<file path="config.mk">
export PLATFORM = sky130hd
export DESIGN_NAME = cp_lock_ctrl
export DESIGN_NICKNAME = d
export VERILOG_FILES = /design/src/rtl/cp_lock_pkg.sv /design/src/rtl/cp_in_sync.sv /design/src/rtl/cp_pfd.sv /design/src/rtl/cp_lock_det.sv /design/src/rtl/cp_out_mux.sv /design/src/rtl/cp_lock_ctrl.sv
export SDC_FILE = /design/constraint.sdc
export NUM_CORES = 1
export LEC_CHECK = 0
export ABC_CLOCK_PERIOD_IN_PS = 1650
export BUFFER_PORTS_ARGS = -buffer_cell sky130_fd_sc_hd__buf_4
export CAP_MARGIN = 5
export CORE_AREA = 4 4 41 43
export DETAILED_ROUTE_END_ITERATION = 7
export DIE_AREA = 0 0 45 47
export PLACE_DENSITY = 0.67
export SLEW_MARGIN = 15
export SYNTH_ARGS = -nofsm -noshare
export SYNTH_HDL_FRONTEND = slang
export SYNTH_SLANG_ARGS = --single-unit
</file>
<file path="constraint.sdc">
create_clock -name clk -period 1.65 [get_ports clk]
set_clock_uncertainty 0.15 [all_clocks]
set_input_delay 0.4125 -clock clk [delete_from_list [all_inputs] [get_ports clk]]
set_output_delay 0.4125 -clock clk [all_outputs]
set_load 0.05 [all_outputs]
</file>
<file path="src/rtl/cp_lock_pkg.sv">
package cp_lock_pkg;

   typedef enum logic [1:0] {
      PUMP_FLOAT = 2'b00,
      PUMP_PUSH  = 2'b01,
      PUMP_PULL  = 2'b10,
      PUMP_AUTO  = 2'b11
   } pump_cmd_e;

   typedef enum logic [1:0] {
      PIN_LOCK = 2'b00,
      PIN_REF  = 2'b01,
      PIN_DIV  = 2'b10
   } pin_sel_e;

   typedef struct packed {
      pump_cmd_e pump;
      pin_sel_e  pin;
   } mode_dec_t;

   function automatic mode_dec_t decode_mode(input logic [2:0] code);
      mode_dec_t d;
      d.pin = PIN_LOCK;
      unique casez (code)
         3'b00?:  d.pump = PUMP_AUTO;
         3'b01?:  d.pump = PUMP_FLOAT;
         3'b100:  d.pump = PUMP_PULL;
         3'b101:  d.pump = PUMP_PUSH;
         3'b110: begin d.pump = PUMP_FLOAT; d.pin = PIN_REF; end
         default: begin d.pump = PUMP_FLOAT; d.pin = PIN_DIV; end
      endcase
      return d;
   endfunction

endpackage

</file>
<file path="src/rtl/cp_in_sync.sv">
module cp_in_sync #(
   parameter int STAGES = 0
) (
   input  logic clk,
   input  logic rst_n,
   input  logic d_i,
   output logic q_o
);
   logic [STAGES:0] chain;

   assign chain[0] = d_i;

   for (genvar g = 0; g < STAGES; g++) begin : g_stage
      always_ff @(posedge clk or negedge rst_n) begin
         if (!rst_n) chain[g+1] <= 1'b0;
         else        chain[g+1] <= chain[g];
      end
   end

   assign q_o = chain[STAGES];
endmodule

</file>
<file path="src/rtl/cp_pfd.sv">
module cp_pfd (
   input  logic clk,
   input  logic rst_n,
   input  logic ref_i,
   input  logic div_i,
   output logic ref_edge_o,
   output logic div_edge_o,
   output logic ref_q_o,
   output logic div_q_o,
   output logic up_o,
   output logic dn_o
);
   logic ref_q, div_q, up_q, dn_q;
   logic up_nx, dn_nx;

   assign ref_edge_o = ref_i & ~ref_q;
   assign div_edge_o = div_i & ~div_q;
   assign up_nx      = up_q | div_edge_o;
   assign dn_nx      = dn_q | ref_edge_o;

   always_ff @(posedge clk or negedge rst_n) begin
      if (!rst_n) begin
         ref_q <= 1'b0;
         div_q <= 1'b0;
         up_q  <= 1'b0;
         dn_q  <= 1'b0;
      end else begin
         ref_q <= ref_i;
         div_q <= div_i;
         if (up_nx && dn_nx) begin
            up_q <= 1'b0;
            dn_q <= 1'b0;
         end else begin
            up_q <= up_nx;
            dn_q <= dn_nx;
         end
      end
   end

   assign ref_q_o = ref_q;
   assign div_q_o = div_q;
   assign up_o    = up_q;
   assign dn_o    = dn_q;
endmodule

</file>
<file path="src/rtl/cp_lock_det.sv">
module cp_lock_det #(
   parameter int LOCK_PERIODS = 4
) (
   input  logic clk,
   input  logic rst_n,
   input  logic ref_edge_i,
   input  logic div_edge_i,
   input  logic up_i,
   input  logic dn_i,
   output logic lock_o,
   output logic cur_lo_o
);
   localparam int CNT_W = $clog2(LOCK_PERIODS + 1);
   localparam logic [CNT_W-1:0] LAST = CNT_W'(LOCK_PERIODS - 1);

   logic [CNT_W-1:0] good_cnt;
   logic             lock_q, cur_lo_q, err_now;

   assign err_now = up_i | dn_i | (ref_edge_i ^ div_edge_i);

   always_ff @(posedge clk or negedge rst_n) begin
      if (!rst_n) begin
         good_cnt <= '0;
         lock_q   <= 1'b1;
         cur_lo_q <= 1'b0;
      end else if (err_now) begin
         good_cnt <= '0;
         lock_q   <= 1'b0;
         cur_lo_q <= 1'b0;
      end else if (ref_edge_i) begin
         if (good_cnt == LAST) begin
            lock_q   <= 1'b1;
            cur_lo_q <= 1'b1;
         end else begin
            good_cnt <= good_cnt + 1'b1;
         end
      end
   end

   assign lock_o   = lock_q;
   assign cur_lo_o = cur_lo_q;
endmodule

</file>
<file path="src/rtl/cp_out_mux.sv">
module cp_out_mux
   import cp_lock_pkg::*;
#(
   parameter int MODE_W = 3
) (
   input  logic              clk,
   input  logic              rst_n,
   input  logic [MODE_W-1:0] mode_i,
   input  logic              amp_off_i,
   input  logic              up_i,
   input  logic              dn_i,
   input  logic              lock_i,
   input  logic              ref_q_i,
   input  logic              div_q_i,
   output logic [MODE_W-1:0] mode_q_o,
   output logic              src_o,
   output logic              snk_o,
   output logic              pin_o,
   output logic              amp_en_o
);
   logic [MODE_W-1:0] mode_q;
   logic              amp_en_q;
   mode_dec_t         dec;

   always_ff @(posedge clk or negedge rst_n) begin
      if (!rst_n) begin
         mode_q   <= '0;
         amp_en_q <= 1'b0;
      end else begin
         mode_q   <= mode_i;
         amp_en_q <= ~amp_off_i;
      end
   end

   assign dec = decode_mode(mode_q[2:0]);

   always_comb begin
      unique case (dec.pump)
         PUMP_AUTO:  begin src_o = up_i;  snk_o = dn_i;  end
         PUMP_PUSH:  begin src_o = 1'b1;  snk_o = 1'b0;  end
         PUMP_PULL:  begin src_o = 1'b0;  snk_o = 1'b1;  end
         default:    begin src_o = 1'b0;  snk_o = 1'b0;  end
      endcase
   end

   always_comb begin
      unique case (dec.pin)
         PIN_REF: pin_o = ref_q_i;
         PIN_DIV: pin_o = div_q_i;
         default: pin_o = lock_i;
      endcase
   end

   assign mode_q_o = mode_q;
   assign amp_en_o = amp_en_q;
endmodule

</file>
<file path="src/rtl/cp_lock_ctrl.sv">
module cp_lock_ctrl #(
   parameter int LOCK_PERIODS = 4,
   parameter int SYNC_STAGES  = 0,
   parameter int MODE_W       = 3
) (
   input  logic              clk,
   input  logic              rst_n,
   input  logic              ref_i,
   input  logic              div_i,
   input  logic [MODE_W-1:0] test_mode_i,
   input  logic              amp_off_i,
   output logic              pump_src_o,
   output logic              pump_snk_o,
   output logic              lock_o,
   output logic              lock_pin_o,
   output logic              cur_hi_o,
   output logic              amp_en_o
);
   if (LOCK_PERIODS < 1) begin : g_bad_lock
      $error("LOCK_PERIODS must be at least 1");
   end
   if (SYNC_STAGES < 0 || SYNC_STAGES > 3) begin : g_bad_sync
      $error("SYNC_STAGES must lie in 0..3");
   end
   if (MODE_W != 3) begin : g_bad_mode
      $error("MODE_W must be 3");
   end

   logic ref_s, div_s;
   logic ref_edge, div_edge, ref_q, div_q, up, dn;
   logic lock_w, cur_lo;
   logic [MODE_W-1:0] mode_q;

   cp_in_sync #(.STAGES(SYNC_STAGES)) u_sync_ref (
      .clk(clk), .rst_n(rst_n), .d_i(ref_i), .q_o(ref_s));
   cp_in_sync #(.STAGES(SYNC_STAGES)) u_sync_div (
      .clk(clk), .rst_n(rst_n), .d_i(div_i), .q_o(div_s));

   cp_pfd u_pfd (
      .clk(clk), .rst_n(rst_n), .ref_i(ref_s), .div_i(div_s),
      .ref_edge_o(ref_edge), .div_edge_o(div_edge),
      .ref_q_o(ref_q), .div_q_o(div_q), .up_o(up), .dn_o(dn));

   cp_lock_det #(.LOCK_PERIODS(LOCK_PERIODS)) u_lock (
      .clk(clk), .rst_n(rst_n), .ref_edge_i(ref_edge), .div_edge_i(div_edge),
      .up_i(up), .dn_i(dn), .lock_o(lock_w), .cur_lo_o(cur_lo));

   cp_out_mux #(.MODE_W(MODE_W)) u_mux (
      .clk(clk), .rst_n(rst_n), .mode_i(test_mode_i), .amp_off_i(amp_off_i),
      .up_i(up), .dn_i(dn), .lock_i(lock_w), .ref_q_i(ref_q), .div_q_i(div_q),
      .mode_q_o(mode_q), .src_o(pump_src_o), .snk_o(pump_snk_o),
      .pin_o(lock_pin_o), .amp_en_o(amp_en_o));

   assign lock_o   = lock_w;
   assign cur_hi_o = ~cur_lo;
endmodule

</file>
==> impl_metrics.csv <==
group,metric,value,unit
place,place_inst,82,
synthesis,synth.top_cells.by_area,"dfrtp_1, dfstp_2, ha_1, mux2i_1, o21ai_1",
critical_path,crit_type,"flip-flop to output port",
synthesis,synth-edff-count,0,
global_routing,antenna_found_initial,0,
clock_tree,clk-insertion-delay-late,270,ps
clock_tree,cts_tree,"yes",
floorplan,core.rowCount,13,
detailed_routing,routedWlPerCell,13.0,µm
power,powerDensity,834,nW/µm²
sta,clock.fmax,552,MHz
sta,drv_slew,0,
global_routing,grt_pass1_wl,2.01,mm
floorplan,die_h,47,µm
place,globalplace.congestion,0.710,
synthesis,synth_common_cells,"dfrtp_1, nand2_1, nor2_1",
global_routing,grt_pass1_vias,481,
power,clkPwrFrac,0.281,
place,dp_hpwl,781,µm
global_routing,grt_usage,0.136,
floorplan,die_area,2120,µm²
critical_path,cp.arrival,1250,ps
outcome,failed_checks,"setup timing",
clock_tree,numCtsBuffers,3,
synthesis,synth_mux_area_frac,0.0345,
synthesis,ys_warn_count,0,
floorplan,coreArea,1300,µm²
min_path,hp-class,"primary input to flip-flop",
floorplan,start_util,0.446,
synthesis,synth_compound_area_frac,0.127,
sta,setup_viol,3,
layout,fin_nets,83,
power,peakVddDrop,0.627,mV
power,p_sw_frac,0.292,
synthesis,synth-adder-area-share,0.0431,
synthesis,netlist_area,581,µm²
sta,fin_tns_setup,-396,ps
sta,holdWs,92.3,ps
synthesis,async_flop_share,1.00,
critical_path,end_kind,"output port",
synthesis,yosys.area_share.simple,0.198,
sta,hold_violations,0,
power,power_switching,0.196,mW
detailed_routing,first_pass_iters,4,
power,p_leak,0.355,nW
critical_path,cp-start-kind,"flip-flop",
outcome,status,"complete, but fails checks",
clock_tree,postCtsSetupBuffers,0,
clock_tree,cts_sinks,13,
critical_path,worstPathRequired,1090,ps
run,cap_violations,0,
synthesis,ys_ff_latch,13,
global_routing,grt_start_max_net_pins,14,
layout,drive_above_1_share,0.444,
synthesis,seq_area_frac_synth,0.563,
detailed_routing,vias,439,
detailed_routing,drt_iter0_drc,6,
critical_path,crit_fanout,3,
detailed_routing,wl,1.13,mm
global_routing,overflow,0,
power,combPwrFrac,0.182,
sta,fin_crit_sh,1.10,
layout,syn_to_final_growth,38.6,%
clock_tree,cts_max_path_buffers,2,
synthesis,synth_top_family_by_area,"simple AND/OR/NAND/NOR gates",
synthesis,syn_nets,63,
synthesis,yosysMostFrequentCell,"dfrtp_1",
power,p_int,0.475,mW
synthesis,synthCells,53,
synthesis,synth_area_per_cell,11.0,µm²
clock_tree,htreeDepth,1,
detailed_routing,viasPerCell,5.05,
sta,min_period,1810,ps
layout,fin_cells,87,
sta,rsz0062_at_grt,"true",
clock_tree,clk_pin_slew,70,ps
synthesis,yosys.area.top_type_share,0.517,
place,placement.io_buffers,13,
synthesis,synth_area_leader_cell,"dfrtp_1",
layout,antenna_cells,0,
synthesis,synth_flop_cell,"dfrtp_1",
sta,tightest_slew,363,ps
synthesis,synth-xor-area-share,0.0151,
clock_tree,clockRootBuffer,"clkbuf_4",
floorplan,fp.dieW,45,µm
detailed_routing,ant_nets,0,
detailed_routing,route.detailed.drc,0,
synthesis,yosys.cell_types.count,25,
floorplan,pin_count,14,
power,p_seq_frac,0.536,
sta,timing.slew.headroom,0.758,
sta,worst_slack,-162,ps
==> worst paths after layout <==
check / from / to / slack, ps / cells after the start
setup / recovery: u_mux.mode_q_o[0]$_DFF_PN0_ / lock_pin_o / -160 / 3
min in group asynchronous: rst_n / u_lock.cur_lo_o$_DFFE_PN0P_ / 360 / 2
hold / removal: test_mode_i[1] / u_mux.mode_q_o[1]$_DFF_PN0_ / 90 / 1
hold reg to reg: u_lock.lock_o$_DFFE_PN1P_ / u_lock.lock_o$_DFFE_PN1P_ / 330 / 2
max in group asynchronous: rst_n / u_lock.lock_o$_DFFE_PN1P_ / 760 / 2
setup reg to reg: u_lock.good_cnt[0]$_DFFE_PN0P_ / u_lock.good_cnt[2]$_DFFE_PN0P_ / 140 / 5
==> power groups by stage <==
stage                     Clock [mW]  Sequential [mW]  Combinational, mW
after floorplan                    0            0.362             0.0685
after global placement             0            0.360              0.112
after detailed placement           0            0.360              0.113
after CTS                      0.200            0.358              0.122
after global routing           0.215            0.364              0.132
final                          0.189            0.360              0.122
==> kinds of logic (layout without fill, tap and decap cells) <==
family                     Yosys count  after routing
and+or+nand+nor                     21             21
DFF                                 13             13
AOI/OAI and AO/OA                   11             11
buffers and inverters                3             22
adders and majority gates            2              2
muxes                                2              2
xor gates and xnor gates             1              1
==> flip-flops by register name, summed over array words and instances (netlist names) <==
name             count
u_lock.cur_lo_o      1
u_pfd.div_q_o        1
u_pfd.up_o           1
u_lock.good_cnt      3
u_lock.lock_o        1
u_mux.amp_en_o       1
u_pfd.ref_q_o        1
u_mux.mode_q_o       3
u_pfd.dn_o           1
==> cells in the final DEF, fill, tap and decap left out <==
cell,n
ha_2,1
buf_4,11
nand2_1,5
nor2_4,1
nor3_1,1
nor2_1,3
a211oi_4,1
nand4_1,1
dlygate4sd3_1,1
o21ai_1,4
a21oi_2,1
nor2b_1,1
nor2b_2,1
mux2i_1,1
or2_1,1
dfrtp_1,9
buf_6,3
nor2_2,2
o211ai_1,2
ha_1,1
mux2i_2,1
a31oi_4,1
and2_1,2
and4bb_1,1
o21a_1,1
inv_1,3
clkinv_2,1
o211ai_2,1
dfstp_2,1
nand3_1,1
nand4b_1,1
dfrtp_2,3
xor2_1,1
clkbuf_4,3
==> timing repair <==
action                                  in CTS  in global routing
pin swaps                                    2                  0
hold buffers                                 1                  0
gates resized for setup                      8                  2
endpoints found under the setup margin       3                  5
endpoints found under the hold margin       12                  0
==> stage by stage <==
stage	area [µm²]	total power, mW	setup WS [ps]	utilization
final	805	0.671	-162	0.618
after floorplan	614	0.430	-38.4	-
after CTS	801	0.679	-185	0.615
after global placement	738	0.472	80.6	0.567
after global routing	805	0.710	-210	0.618
after detailed placement	738	0.473	67.0	0.567
==> per-layer routing <==
layer	track usage	wire, µm	vias to the layer above
li1	-	-	223
met1	0.158	475	202
met4	0.0351	0	0
met2	0.232	568	14
met3	0.0575	86	0
met5	0	0	-
==> critical path, stage by stage (launching register included) <==
cell,delay [ps]
dfrtp_2,450
mux2i_2,170
a31oi_4,180
buf_6,170
==> cell type report <==
cell class | count | area, µm²
clock buffer | 3 | 22.5
sequential | 13 | 330
multi-input combinational | 37 | 290
tap | 15 | 18.8
timing repair buffer | 15 | 126
inverter | 3 | 11.3
clock inverter | 1 | 5.00
fill | 121 | 497
Note: power is estimated with default switching activity, not from simulation.
